`config.mk`:
```
export PLATFORM = sky130hd
export DESIGN_NAME = stereo_ser_port
export DESIGN_NICKNAME = d
export VERILOG_FILES = /design/src/rtl/sdo_pkg.sv /design/src/rtl/sdo_master_clk.sv /design/src/rtl/sdo_slave_track.sv /design/src/rtl/sdo_shifter.sv /design/src/rtl/stereo_ser_port.sv
export SDC_FILE = /design/constraint.sdc
export NUM_CORES = 1
export LEC_CHECK = 0
export ABC_CLOCK_PERIOD_IN_PS = 4400
export BUFFER_PORTS_ARGS = -buffer_cell sky130_fd_sc_hd__buf_2
export CORE_MARGIN = 4
export CORE_UTILIZATION = 50
export CTS_CLUSTER_DIAMETER = 200
export DETAILED_ROUTE_END_ITERATION = 8
export PLACE_DENSITY_LB_ADDON = 0.25
export SLEW_MARGIN = 20
export SYNTH_ARGS = -nofsm -noshare
export SYNTH_HDL_FRONTEND = slang
export SYNTH_HIERARCHICAL = 1
export SYNTH_SLANG_ARGS = --single-unit
```
`constraint.sdc`:
```
create_clock -name mclk -period 4.4 [get_ports mclk]
set_clock_uncertainty 0.1 [all_clocks]
set_input_delay 0.22 -clock mclk [delete_from_list [all_inputs] [get_ports mclk]]
set_output_delay 0.22 -clock mclk [all_outputs]
set_load 0.05 [all_outputs]
```
`src/rtl/sdo_pkg.sv`:
```
package sdo_pkg;

    localparam int SAMPLE_W = 18;
    localparam int SHORT_W  = 16;
    localparam int SLOT_W   = 6;

    // decoded configuration carried through the datapath
    typedef struct packed {
        logic master;
        logic short_word;
        logic lsb_first;
    } port_cfg_t;

    // one shift event: the slot that begins after a falling shift-clock edge
    typedef struct packed {
        logic              tick;
        logic              left;
        logic [SLOT_W-1:0] slot;
    } slot_evt_t;

    function automatic port_cfg_t decode_mode(input logic [2:0] m);
        port_cfg_t c;
        case (m)
            3'b000:  c = '{master: 1'b0, short_word: 1'b0, lsb_first: 1'b0};
            3'b001:  c = '{master: 1'b0, short_word: 1'b0, lsb_first: 1'b1};
            3'b010:  c = '{master: 1'b0, short_word: 1'b0, lsb_first: 1'b0};
            3'b011:  c = '{master: 1'b1, short_word: 1'b1, lsb_first: 1'b0};
            3'b100:  c = '{master: 1'b1, short_word: 1'b0, lsb_first: 1'b0};
            3'b101:  c = '{master: 1'b1, short_word: 1'b0, lsb_first: 1'b1};
            3'b110:  c = '{master: 1'b1, short_word: 1'b1, lsb_first: 1'b0};
            default: c = '{master: 1'b1, short_word: 1'b1, lsb_first: 1'b1};
        endcase
        return c;
    endfunction

    // bit of the sample that a given slot carries, zero past the word
    function automatic logic pick_bit(input logic [SAMPLE_W-1:0] word,
                                      input logic [SLOT_W-1:0]   slot,
                                      input port_cfg_t           cfg);
        int width;
        int idx;
        width = cfg.short_word ? SHORT_W : SAMPLE_W;
        if (int'(slot) >= width) return 1'b0;
        if (cfg.lsb_first) idx = int'(slot) + (SAMPLE_W - width);
        else               idx = SAMPLE_W - 1 - int'(slot);
        return word[idx];
    endfunction

endpackage

```
`src/rtl/sdo_master_clk.sv`:
```
module sdo_master_clk
    import sdo_pkg::*;
#(
    parameter int SCLK_DIV = 8,
    parameter int SLOTS    = 32
) (
    input  logic      clk,
    input  logic      rst,
    input  logic      en,
    output logic      sclk_o,
    output logic      lrclk_o,
    output slot_evt_t evt
);
    localparam int HALF = SCLK_DIV / 2;
    localparam int CW   = (SCLK_DIV > 2) ? $clog2(SCLK_DIV) : 1;
    localparam int BCW  = $clog2(2 * SLOTS);

    logic [CW-1:0]  div_cnt;
    logic [BCW-1:0] bit_cnt;
    logic [BCW-1:0] nxt_bit;
    logic           wrap;

    assign wrap    = (div_cnt == CW'(SCLK_DIV - 1));
    assign nxt_bit = bit_cnt + 1'b1;

    // idle state: divider at zero (clock low), slot counter on the last right slot
    always_ff @(posedge clk) begin
        if (rst || !en) begin
            div_cnt <= '0;
            bit_cnt <= '1;
        end else if (wrap) begin
            div_cnt <= '0;
            bit_cnt <= nxt_bit;
        end else begin
            div_cnt <= div_cnt + 1'b1;
        end
    end

    assign sclk_o   = (div_cnt >= CW'(HALF));
    assign lrclk_o  = ~bit_cnt[BCW-1];
    assign evt.tick = en && wrap;
    assign evt.left = ~nxt_bit[BCW-1];
    assign evt.slot = SLOT_W'(nxt_bit[BCW-2:0]);

    assert_lr_edge_on_low_R3: assert property (@(posedge clk) disable iff (rst)
        !$stable(lrclk_o) |-> !sclk_o);

    assert_sclk_fall_loads_slot_R2: assert property (@(posedge clk) disable iff (rst)
        $fell(sclk_o) && $past(en) && en |-> $past(evt.tick));

endmodule

```
`src/rtl/sdo_slave_track.sv`:
```
module sdo_slave_track
    import sdo_pkg::*;
(
    input  logic      clk,
    input  logic      rst,
    input  logic      en,
    input  logic      sclk_in,
    input  logic      lrclk_in,
    output slot_evt_t evt
);
    logic [1:0]        sck_sync;
    logic [1:0]        lr_sync;
    logic              sck_d;
    logic              lr_cur;
    logic [SLOT_W-1:0] slot_q;
    logic              fall;
    logic              new_phase;
    logic              at_max;

    always_ff @(posedge clk) begin
        if (rst) begin
            sck_sync <= '0;
            lr_sync  <= '0;
            sck_d    <= 1'b0;
        end else begin
            sck_sync <= {sck_sync[0], sclk_in};
            lr_sync  <= {lr_sync[0], lrclk_in};
            sck_d    <= sck_sync[1];
        end
    end

    assign fall      = sck_d & ~sck_sync[1];
    assign new_phase = (lr_sync[1] != lr_cur);
    assign at_max    = (slot_q == '1);

    // slot count saturates, so clocks past the word give zeros
    always_ff @(posedge clk) begin
        if (rst || !en) begin
            lr_cur <= 1'b0;
            slot_q <= '1;
        end else if (fall) begin
            if (new_phase) begin
                lr_cur <= lr_sync[1];
                slot_q <= '0;
            end else if (!at_max) begin
                slot_q <= slot_q + 1'b1;
            end
        end
    end

    assign evt.tick = en && fall;
    assign evt.left = lr_sync[1];
    assign evt.slot = new_phase ? '0 : (at_max ? slot_q : slot_q + 1'b1);

    assert_slot_saturates_R11: assert property (@(posedge clk) disable iff (rst)
        (en && at_max && !new_phase) |=> (slot_q == '1));

endmodule

```
`src/rtl/sdo_shifter.sv`:
```
module sdo_shifter
    import sdo_pkg::*;
(
    input  logic                clk,
    input  logic                rst,
    input  logic                run,
    input  port_cfg_t           cfg,
    input  slot_evt_t           evt,
    input  logic [SAMPLE_W-1:0] pend_l,
    input  logic [SAMPLE_W-1:0] pend_r,
    output logic                sdata
);
    logic [SAMPLE_W-1:0] cur_l;
    logic [SAMPLE_W-1:0] cur_r;
    logic [SAMPLE_W-1:0] word;
    logic                start;

    assign start = evt.tick && evt.left && (evt.slot == '0);
    assign word  = !evt.left ? cur_r : (start ? pend_l : cur_l);

    always_ff @(posedge clk) begin
        if (rst) begin
            cur_l <= '0;
            cur_r <= '0;
            sdata <= 1'b0;
        end else if (!run) begin
            sdata <= 1'b0;
        end else if (evt.tick) begin
            if (start) begin
                cur_l <= pend_l;
                cur_r <= pend_r;
            end
            sdata <= pick_bit(word, evt.slot, cfg);
        end
    end

    assert_word_hold_R8: assert property (@(posedge clk) disable iff (rst)
        !$stable(cur_l) || !$stable(cur_r) |-> $past(start));

    assert_data_after_fall_R4: assert property (@(posedge clk) disable iff (rst)
        !$stable(sdata) |-> $past(evt.tick) || !$past(run));

endmodule

```
`src/rtl/stereo_ser_port.sv`:
```
module stereo_ser_port
    import sdo_pkg::*;
#(
    parameter int SCLK_DIV = 8,
    parameter int SLOTS    = 32
) (
    input  logic        mclk,
    input  logic        rst,
    input  logic [2:0]  mode,
    input  logic        run,
    input  logic [17:0] smp_l,
    input  logic [17:0] smp_r,
    input  logic        smp_vld,
    input  logic        sclk_in,
    input  logic        lrclk_in,
    output logic        sclk_o,
    output logic        lrclk_o,
    output logic        sdata
);
    port_cfg_t           cfg;
    slot_evt_t           m_evt;
    slot_evt_t           s_evt;
    slot_evt_t           evt;
    logic [SAMPLE_W-1:0] pend_l;
    logic [SAMPLE_W-1:0] pend_r;

    assign cfg = decode_mode(mode);

    always_ff @(posedge mclk) begin
        if (rst) begin
            pend_l <= '0;
            pend_r <= '0;
        end else if (smp_vld) begin
            pend_l <= smp_l;
            pend_r <= smp_r;
        end
    end

    sdo_master_clk #(.SCLK_DIV(SCLK_DIV), .SLOTS(SLOTS)) u_mclk (
        .clk     (mclk),
        .rst     (rst),
        .en      (run && cfg.master),
        .sclk_o  (sclk_o),
        .lrclk_o (lrclk_o),
        .evt     (m_evt)
    );

    sdo_slave_track u_strk (
        .clk      (mclk),
        .rst      (rst),
        .en       (run && !cfg.master),
        .sclk_in  (sclk_in),
        .lrclk_in (lrclk_in),
        .evt      (s_evt)
    );

    assign evt = cfg.master ? m_evt : s_evt;

    sdo_shifter u_shf (
        .clk    (mclk),
        .rst    (rst),
        .run    (run),
        .cfg    (cfg),
        .evt    (evt),
        .pend_l (pend_l),
        .pend_r (pend_r),
        .sdata  (sdata)
    );

    assert_pd_quiet_R9: assert property (@(posedge mclk) disable iff (rst)
        !$past(run) |-> !lrclk_o && !sclk_o && !sdata);

    assert_slave_clocks_low_R10: assert property (@(posedge mclk) disable iff (rst)
        $past(!cfg.master) && !cfg.master |-> !sclk_o && !lrclk_o);

    assert_reset_quiet_R12: assert property (@(posedge mclk)
        $past(rst) |-> !lrclk_o && !sclk_o && !sdata);

endmodule

```
==> Yosys cells after proc, flatten, opt, wreduce, memory -nomap -nowiden <==
Index checks and enable logic that the tools add are counted.
{ "totals": {"register_bits": 94, "in_bits": 45, "output_inout_bits": 3} }
{ "classes": {"n_addsub": 6, "magnitude_cmp": 3, "eq_ne": 9, "n_mux": 21, "bitwise_logic": 5, "reduce_logical": 20} }
{ "ops": {"columns": ["cell", "count"], "rows": [
  ["2-to-1 mux 32 bit", 5],
  ["2-to-1 mux 18 bit", 2],
  ["adder 7 x 32 -> 32 bit", 1],
  [">= comparator 7 x 32 -> 1 bit", 1],
  ["less-than comparator 32 x 7 -> 1 bit, second input constant", 1],
  ["subtractor 6 x 32 -> 32 bit, first input constant", 1],
  ["case mux 3 bit (5 select lines)", 1],
  ["adder 6 x 1 -> 6 bit, second input constant", 2],
  ["== test 3 bit, second input constant", 4],
  ["2-to-1 mux 6 bit", 2],
  ["2-to-1 mux 1 bit", 8],
  ["2-to-1 mux 8 bit", 1],
  ["OR reduction 2 bit", 4],
  ["subtractor 5 x 6 -> 7 bit, first input constant", 1],
  ["== test 3 x 2 -> 1 bit, second input constant", 2],
  ["== test 6 bit, second input constant", 1],
  ["logical AND 1 bit", 6],
  ["zero test 6 bit", 1],
  ["binary-select mux 1 bit (select 5 bit)", 1],
  ["NOT 1 bit", 4],
  ["AND reduction 2 bit", 2],
  ["adder 3 x 1 -> 3 bit, second input constant", 1],
  ["== test 3 x 1 -> 1 bit, second input constant", 1],
  [">= comparator 3 bit, second input constant", 1],
  ["7 further kinds", 10]
]} }

==> Depth between registers and ports, before layout <==
Gate-level depths: netlist (run 1).
{ "depth": {"word_depth": 20, "mapped_depth": 15} }

==> Modules after synthesis <==
The synthesis (run 1) kept the hierarchy.
{ "by_module_without_submodules": {"columns": ["module", "n_inst", "cells_each", "area_per_inst_um2", "seq_area_each_um2"], "rows": [
  ["sdo_shifter", 1, 288, 2008.2, 740.7],
  ["stereo_ser_port", 1, 132, 1466.4, 720.7],
  ["sdo_slave_track", 1, 78, 668.1, 240.2],
  ["sdo_master_clk", 1, 56, 500.5, 180.2]
]} }

==> Least setup slack after synthesis (run 1) <==
Ideal clock, no wire load.
{ "synth_path": {"path_type": "register to register", "start": "register u_strk.slot_q[0]", "end": "register u_shf.sdata", "setup_time_ns": 0.077, "arrival_ns": 3.121, "t_required_ns": 4.223, "slack_ns": 1.102, "path_stages_with_launch": 16, "synth_period_minus_slack_ns": 3.298, "cell_sequence": "dfxtp_1 ha_1 and3_1 buf_2 nand4_1 a21oi_1 mux2_4 ha_1 ha_1 mux2i_1 nor2_1 nand2_1 a21oi_1 a31oi_1 or4b_1 a41oi_2"} }
{ "synth_lines": {"columns": ["item", "line", "rtl"], "rows": [
  ["start, declared", "sdo_slave_track.sv:15", "logic [SLOT_W-1:0] slot_q;"],
  ["start signal, assigned", "sdo_slave_track.sv:46", "slot_q <= slot_q + 1'b1;"],
  ["end signal, assigned", "sdo_shifter.sv:33", "sdata <= pick_bit(word, evt.slot, cfg);"],
  ["end, declared", "sdo_shifter.sv:11", "output logic sdata"]
]} }

==> reports/results.ini, run 1 <==
[outcome]
status=completed

[setup_path]
rrSetupSlack_ns=0.50
r2r_end=u_shf/sdata
critPathRequiredTime_ns=4.58
start_kind=register
r2r_cells=12
worstPathMaxFanout=13
cp-end-kind=register
crit_arrival_ns=4.08
crit_type=register to register
reg2reg_from=u_strk/slot_q[0]

[cts]
clockBufferDepth=2
cts_buffers=9
cts.sinks=94
cts-root-buf=clkbuf_8
clkTransAtPathRegs_ns=0.09
cts-resized-gates=0
clkLatencyLatePin_ns=0.36
post_cts_buffers=0
holdBufCountCts=31
h-tree-depth=3
cts_tree=built

[place]
placed_cells=675
routabilityCongestion=0.892
place_ws_ns=0.603
port_buffers=47
dp_hpwl_um=6990

[timing]
finalCritPeriodShare_pct=88.6
rsz0062_at_grt=false
final-hold-violation-count=0
period_needed_ns=3.90
fin_ws_ns=0.500
drv_slew=0
tns_ns=0
maxSlewHeadroom_pct=31.1
fmax_ghz=0.256
worstMarginPinSlew_ns=1.03
finalSetupViolations=0

[drt]
drt-pass1-iter-count=5
wl_um=10300
viasPerCell=5.42
vias=3904
drt.antenna.violating_nets=0
drt-wirelength-per-cell_um=14.3
drt_iter0_markers=247
drcViolationCount=0

[die]
start_util_pct=52.2
fp.coreArea_um2=8890
die_h_um=104
rows=34
die-area_um2=10900
io_pins=48
dieWidth_um=104

[global_routing]
grt_usage_pct=18.8
grt_first_pass_wirelength_um=17100
antenna_found_initial=0
grt_max_degree=44
grt_overflow_total=0
grt_pass1_vias=3598

[power]
ir_worst_vdd_v=0.000241
p_sw_mw=0.424
seqPwrFrac_pct=51.9
internal_power_mw=1.29
p_per_area_nw_per_um2=320
switching_share_pct=24.8
p_leak_nw=2.18
p_comb_share_pct=12.0
clkPwrFrac_pct=36.1

[worst_hold_path]
whs_path_depth=3
holdCritStartpoint=smp_l[13]
min_to=pend_l[13]
hold_class=primary input to register

[yosys]
syn_inst=553
avgSynthCellArea_um2=8.39
syn-num-nets=607
syn-cell-area_um2=4640
yosys_warnings=6

[finish]
instances_no_fill=720
antenna_cells=0
drive_gt1_share_pct=15.2
fin_nets=663
area_growth_pct=15.1

[flow_run]
maxCapViolations=0

[metal layers]
metal	vias to the layer above	routed length [um]	track usage (%)
li1	1996	-	-
met1	1806	5000	24.7
met2	90	4850	31.4
met3	12	361	3.60
met4	0	99	5.32
met5	-	0	0
[through the flow]
stage / area (um2) / hold slack (ns) / utilization, % / total power [mW]
5_1_grt: 5340 / 0.0156 / 60.0 / 1.79
2_1_floorplan: 4640 / 0.192 / - / 1.04
4_1_cts: 5340 / 0.00184 / 60.0 / 1.72
3_5_place_dp: 4820 / 0.324 / 54.2 / 1.09
3_3_place_gp: 4820 / 0.318 / 54.2 / 1.09
6_report: 5340 / 0.00763 / 60.0 / 1.71
[power by group through the flow]
stage | sequential, mW | combinational [mW] | clock (mW)
3_3_place_gp | 0.907 | 0.179 | 0
6_report | 0.888 | 0.206 | 0.617
2_1_floorplan | 0.902 | 0.141 | 0
3_5_place_dp | 0.908 | 0.183 | 0
4_1_cts | 0.888 | 0.204 | 0.631
5_1_grt | 0.891 | 0.227 | 0.672
[sequential cells by signal (all words and copies together) (netlist names)]
name	cells
u_mclk/div_cnt	3
u_strk/lr_cur	1
u_strk/sck_sync	2
u_strk/lr_sync	2
u_strk/sck_d	1
pend_l	18
pend_r	18
u_mclk/bit_cnt	6
u_strk/slot_q	6
u_shf/cur_l	18
u_shf/sdata	1
u_shf/cur_r	18
[worst max-delay path, stage by stage (launching register included)]
cell and delay [ns]:
dfxtp_1 0.43, ha_1 0.33, nand3_2 0.18, nor3b_1 0.25
nor3_1 0.08, mux2_4 0.29, nor4b_1 0.37, nand3_1 0.47
and3_1 0.31, a31oi_1 0.19, o21ai_1 0.07, or4b_1 0.54
a41oi_2 0.20
[placed cells by master, fill, tap and decap left out, types with 10 or more instances in the layout]
master / instances
dlygate4sd3_1: 31
nand2_1: 129
inv_1: 10
a21oi_1: 47
o21ai_0: 12
buf_2: 47
a31oi_1: 10
nand3_1: 18
dfxtp_1: 94
mux2i_1: 39
nor2_1: 45
[worst max-delay path by stage]
stage / slack (ns) / end / from / cells past startpoint
after CTS: 0.56 / u_shf/sdata / u_strk/slot_q[0] / 12
final: 0.50 / u_shf/sdata / u_strk/slot_q[0] / 12
after detailed placement: 0.60 / u_shf/sdata / u_strk/slot_q[0] / 12
after floorplan: 1.10 / u_shf/sdata / u_strk/slot_q[0] / 15
after global routing: 0.21 / u_shf/sdata / u_strk/slot_q[0] / 12
after global placement: 0.74 / u_shf/sdata / u_strk/slot_q[0] / 12
[final cells by class]
type	count	area (um2)
Clock inverter	5	83.8
Fill cell	773	3550
Sequential cell	94	1880
Tap cell	108	135
Inverter	10	37.5
Timing Repair Buffer	85	598
Clock buffer	9	124
Multi-Input combinational cell	409	2480
No activity file was read; power rests on OpenSTA's default activity.
==> inputs of run 2 (changes only) <==
--- a/config.mk
+++ b/config.mk
@@ -11,6 +11,7 @@
 export CORE_UTILIZATION = 50
 export CTS_CLUSTER_DIAMETER = 200
 export DETAILED_ROUTE_END_ITERATION = 8
+export GPL_TIMING_DRIVEN = 0
 export PLACE_DENSITY_LB_ADDON = 0.25
 export SLEW_MARGIN = 20
 export SYNTH_ARGS = -nofsm -noshare
==> constraint.sdc (replaced) <==
create_clock -name mclk -period 4.4 [get_ports mclk]
set_clock_uncertainty 0.1 [all_clocks]
set_input_delay 0.88 -clock mclk [delete_from_list [all_inputs] [get_ports mclk]]
set_output_delay 0.88 -clock mclk [all_outputs]
set_load 0.05 [all_outputs]
==> run 2 against run 1 <==
Clock-buffer cell count increased by 2. Critical path type unchanged. Sequential cell count unchanged. Largest cell class unchanged. Largest power group unchanged. Non-clock buffer count increased by 1. Critical endpoint unchanged. Highest routed layer unchanged.
==> reports/results.ini, run 2 (synthesis results as in run 1) <==
[power]
p_per_area_nw_per_um2=332  ; +3.6%
p_leak_nw=2.16  ; -0.64%
ir_worst_vdd_v=0.000215  ; -11%

[cts]
clkTransAtPathRegs_ns=0.10  ; about the same
h-tree-depth=3  ; unchanged
clockBufferDepth=2  ; unchanged
cts_buffers=9  ; unchanged
cts-root-buf=clkbuf_8
clkLatencyLatePin_ns=0.36  ; about the same
cts.sinks=94  ; unchanged
cts_tree=built

[timing]
final-hold-violation-count=0  ; unchanged
finalSetupViolations=0  ; unchanged
finalCritPeriodShare_pct=93.4  ; +4.7 points
rsz0062_at_grt=false
worstMarginPinSlew_ns=0.640  ; -0.394 ns
tns_ns=0  ; unchanged
period_needed_ns=4.11  ; +0.209 ns
maxSlewHeadroom_pct=56.1  ; +25 points
hold_ws_ns=0.346  ; +0.339 ns
fin_ws_ns=0.291  ; -0.209 ns
fmax_ghz=0.243  ; -5.1%
drv_slew=0  ; unchanged

[place]
port_buffers=46  ; -2.1%
routabilityCongestion=0.878  ; -1.5%
place_ws_ns=0.315  ; -0.288 ns
dp_hpwl_um=7740  ; +11%

[drt]
wl_um=10500  ; +1.5%
drt_iter0_markers=278  ; +13%
drt-wirelength-per-cell_um=14.5  ; +1.1%
vias=3977  ; +1.9%
drt.antenna.violating_nets=0  ; unchanged
viasPerCell=5.50  ; +1.4%
drcViolationCount=0  ; unchanged
drt-pass1-iter-count=6  ; +1

[die]
fp.coreArea_um2=8890  ; unchanged
io_pins=48  ; unchanged
start_util_pct=52.2  ; unchanged
die-area_um2=10900  ; unchanged
rows=34  ; unchanged
die_h_um=104  ; unchanged
dieWidth_um=104  ; unchanged

[setup_path]
worstPathMaxFanout=8  ; -5
critPathRequiredTime_ns=4.58  ; about the same
reg2reg_from=u_strk/slot_q[0]
critPathCapture=u_shf/sdata
crit_chain=ha_1, and3_1, buf_2, nand4_1, a21oi_1, mux2_4, inv_1, ha_1, mux2i_1, mux4_2, or3b_1, o31ai_1, or4b_1, a41oi_2
crit_start=u_strk/slot_q[0]
r2r_end=u_shf/sdata
start_kind=register
r2r_cells=14  ; +2
worst_path_largest_cell_delay_ns=0.57  ; +0.03 ns
cpMostUsedCell=ha_1
cpMaxStageDelayCell=or4b_1
crit_type=register to register
cp-end-kind=register
rrSetupSlack_ns=0.29  ; -0.21 ns
crit_arrival_ns=4.29  ; +0.21 ns

[global_routing]
antenna_found_initial=0  ; unchanged
grt_max_degree=17  ; -61%
grt_usage_pct=19.6  ; +0.80 points
grt_first_pass_wirelength_um=17700  ; +3.6%
grt_overflow_total=0  ; unchanged
grt_pass1_vias=3842  ; +6.8%

[outcome]
status=completed

[worst_hold_path]
whs_path_depth=1  ; -2
hold_class=register to register

[finish]
final_common_cell=nand2_1
drive_gt1_share_pct=17.7  ; +2.5 points
antenna_cells=0  ; unchanged
area_growth_pct=12.9
final_cell_mix=nand2_1, dfxtp_1, buf_2
fin_nets=664  ; +0.15%
fill_cells=782  ; +1.2%

[flow_run]
maxCapViolations=0  ; unchanged

[run 2: changes by cell type in the layout (fill, tap and decap cells not counted)]
cell           change
dlygate4sd3_1     -31
a21boi_0           +1
buf_8              +3
inv_8              +1
buf_2              +8
buf_1              +1
clkinvlp_4         -2
clkbuf_8           +1
buf_6              +2
clkbuf_1          +17
clkinv_4           +1
buf_4              +2
a21boi_1           -1
[run 2: repair_timing]
item | in CTS | in global routing
hold buffers | 0 | 0
buffers inserted | 0 | 0
resized for setup | 0 | 1
endpoints found under the setup margin | 0 | 10
[run 2: metal layers]
metal	part of all wire, %	track usage, %
met1	46	25.7
met2	46	32.1
met3	5.7	4.35
met4	1.9	5.89
met5	0	0
[run 2: where the power goes]
part	total, mW	internal (mW)	switching [mW]
registers	0.888	0.872	0.0157
clock network	0.651	0.343	0.308
logic	0.199	0.0873	0.111
total	1.74	1.30	0.435
[run 2: worst min path at each step]
stage | from | end
after global placement | u_strk/sck_sync[0] | u_strk/sck_sync[1]
after floorplan | u_strk/lr_sync[0] | u_strk/lr_sync[1]
final | u_strk/sck_sync[0] | u_strk/sck_sync[1]
after CTS | u_strk/sck_sync[0] | u_strk/sck_sync[1]
after global routing | u_strk/lr_sync[0] | u_strk/lr_sync[1]
after detailed placement | u_strk/sck_sync[0] | u_strk/sck_sync[1]
[run 2: area by class of cell]
cell class	count	area, um2	area share [%]
multi-input combinational	409	2480	47.3
sequential	94	1880	35.9
buffer	40	244	4.66
timing repair buffer	46	230	4.40
clock buffer	11	141	2.70
tap	108	135	2.58
clock inverter	5	88.8	1.70
inverter	10	37.5	0.717
[run 2: metrics by stage]
step | area (um2) | cells | util [%] | total power, mW
final | 5240 | 723 | 58.9 | 1.74
after global routing | 5240 | 723 | 58.9 | 1.81
after CTS | 5240 | 723 | 58.9 | 1.75
after detailed placement | 5000 | 707 | 56.3 | 1.10
after global placement | 5000 | 707 | 56.3 | 1.10
after floorplan | 4640 | 553 | - | 1.04
[run 2: worst max-delay path, delay by kind of cell, from the launching register on]
family          cells  cell delay (ns)
flops               1             0.42
compound gates      3             0.51
fa+ha+maj           2             0.69
simple gates        4             0.99
buf+inv             2             0.23
mux                 3             1.11
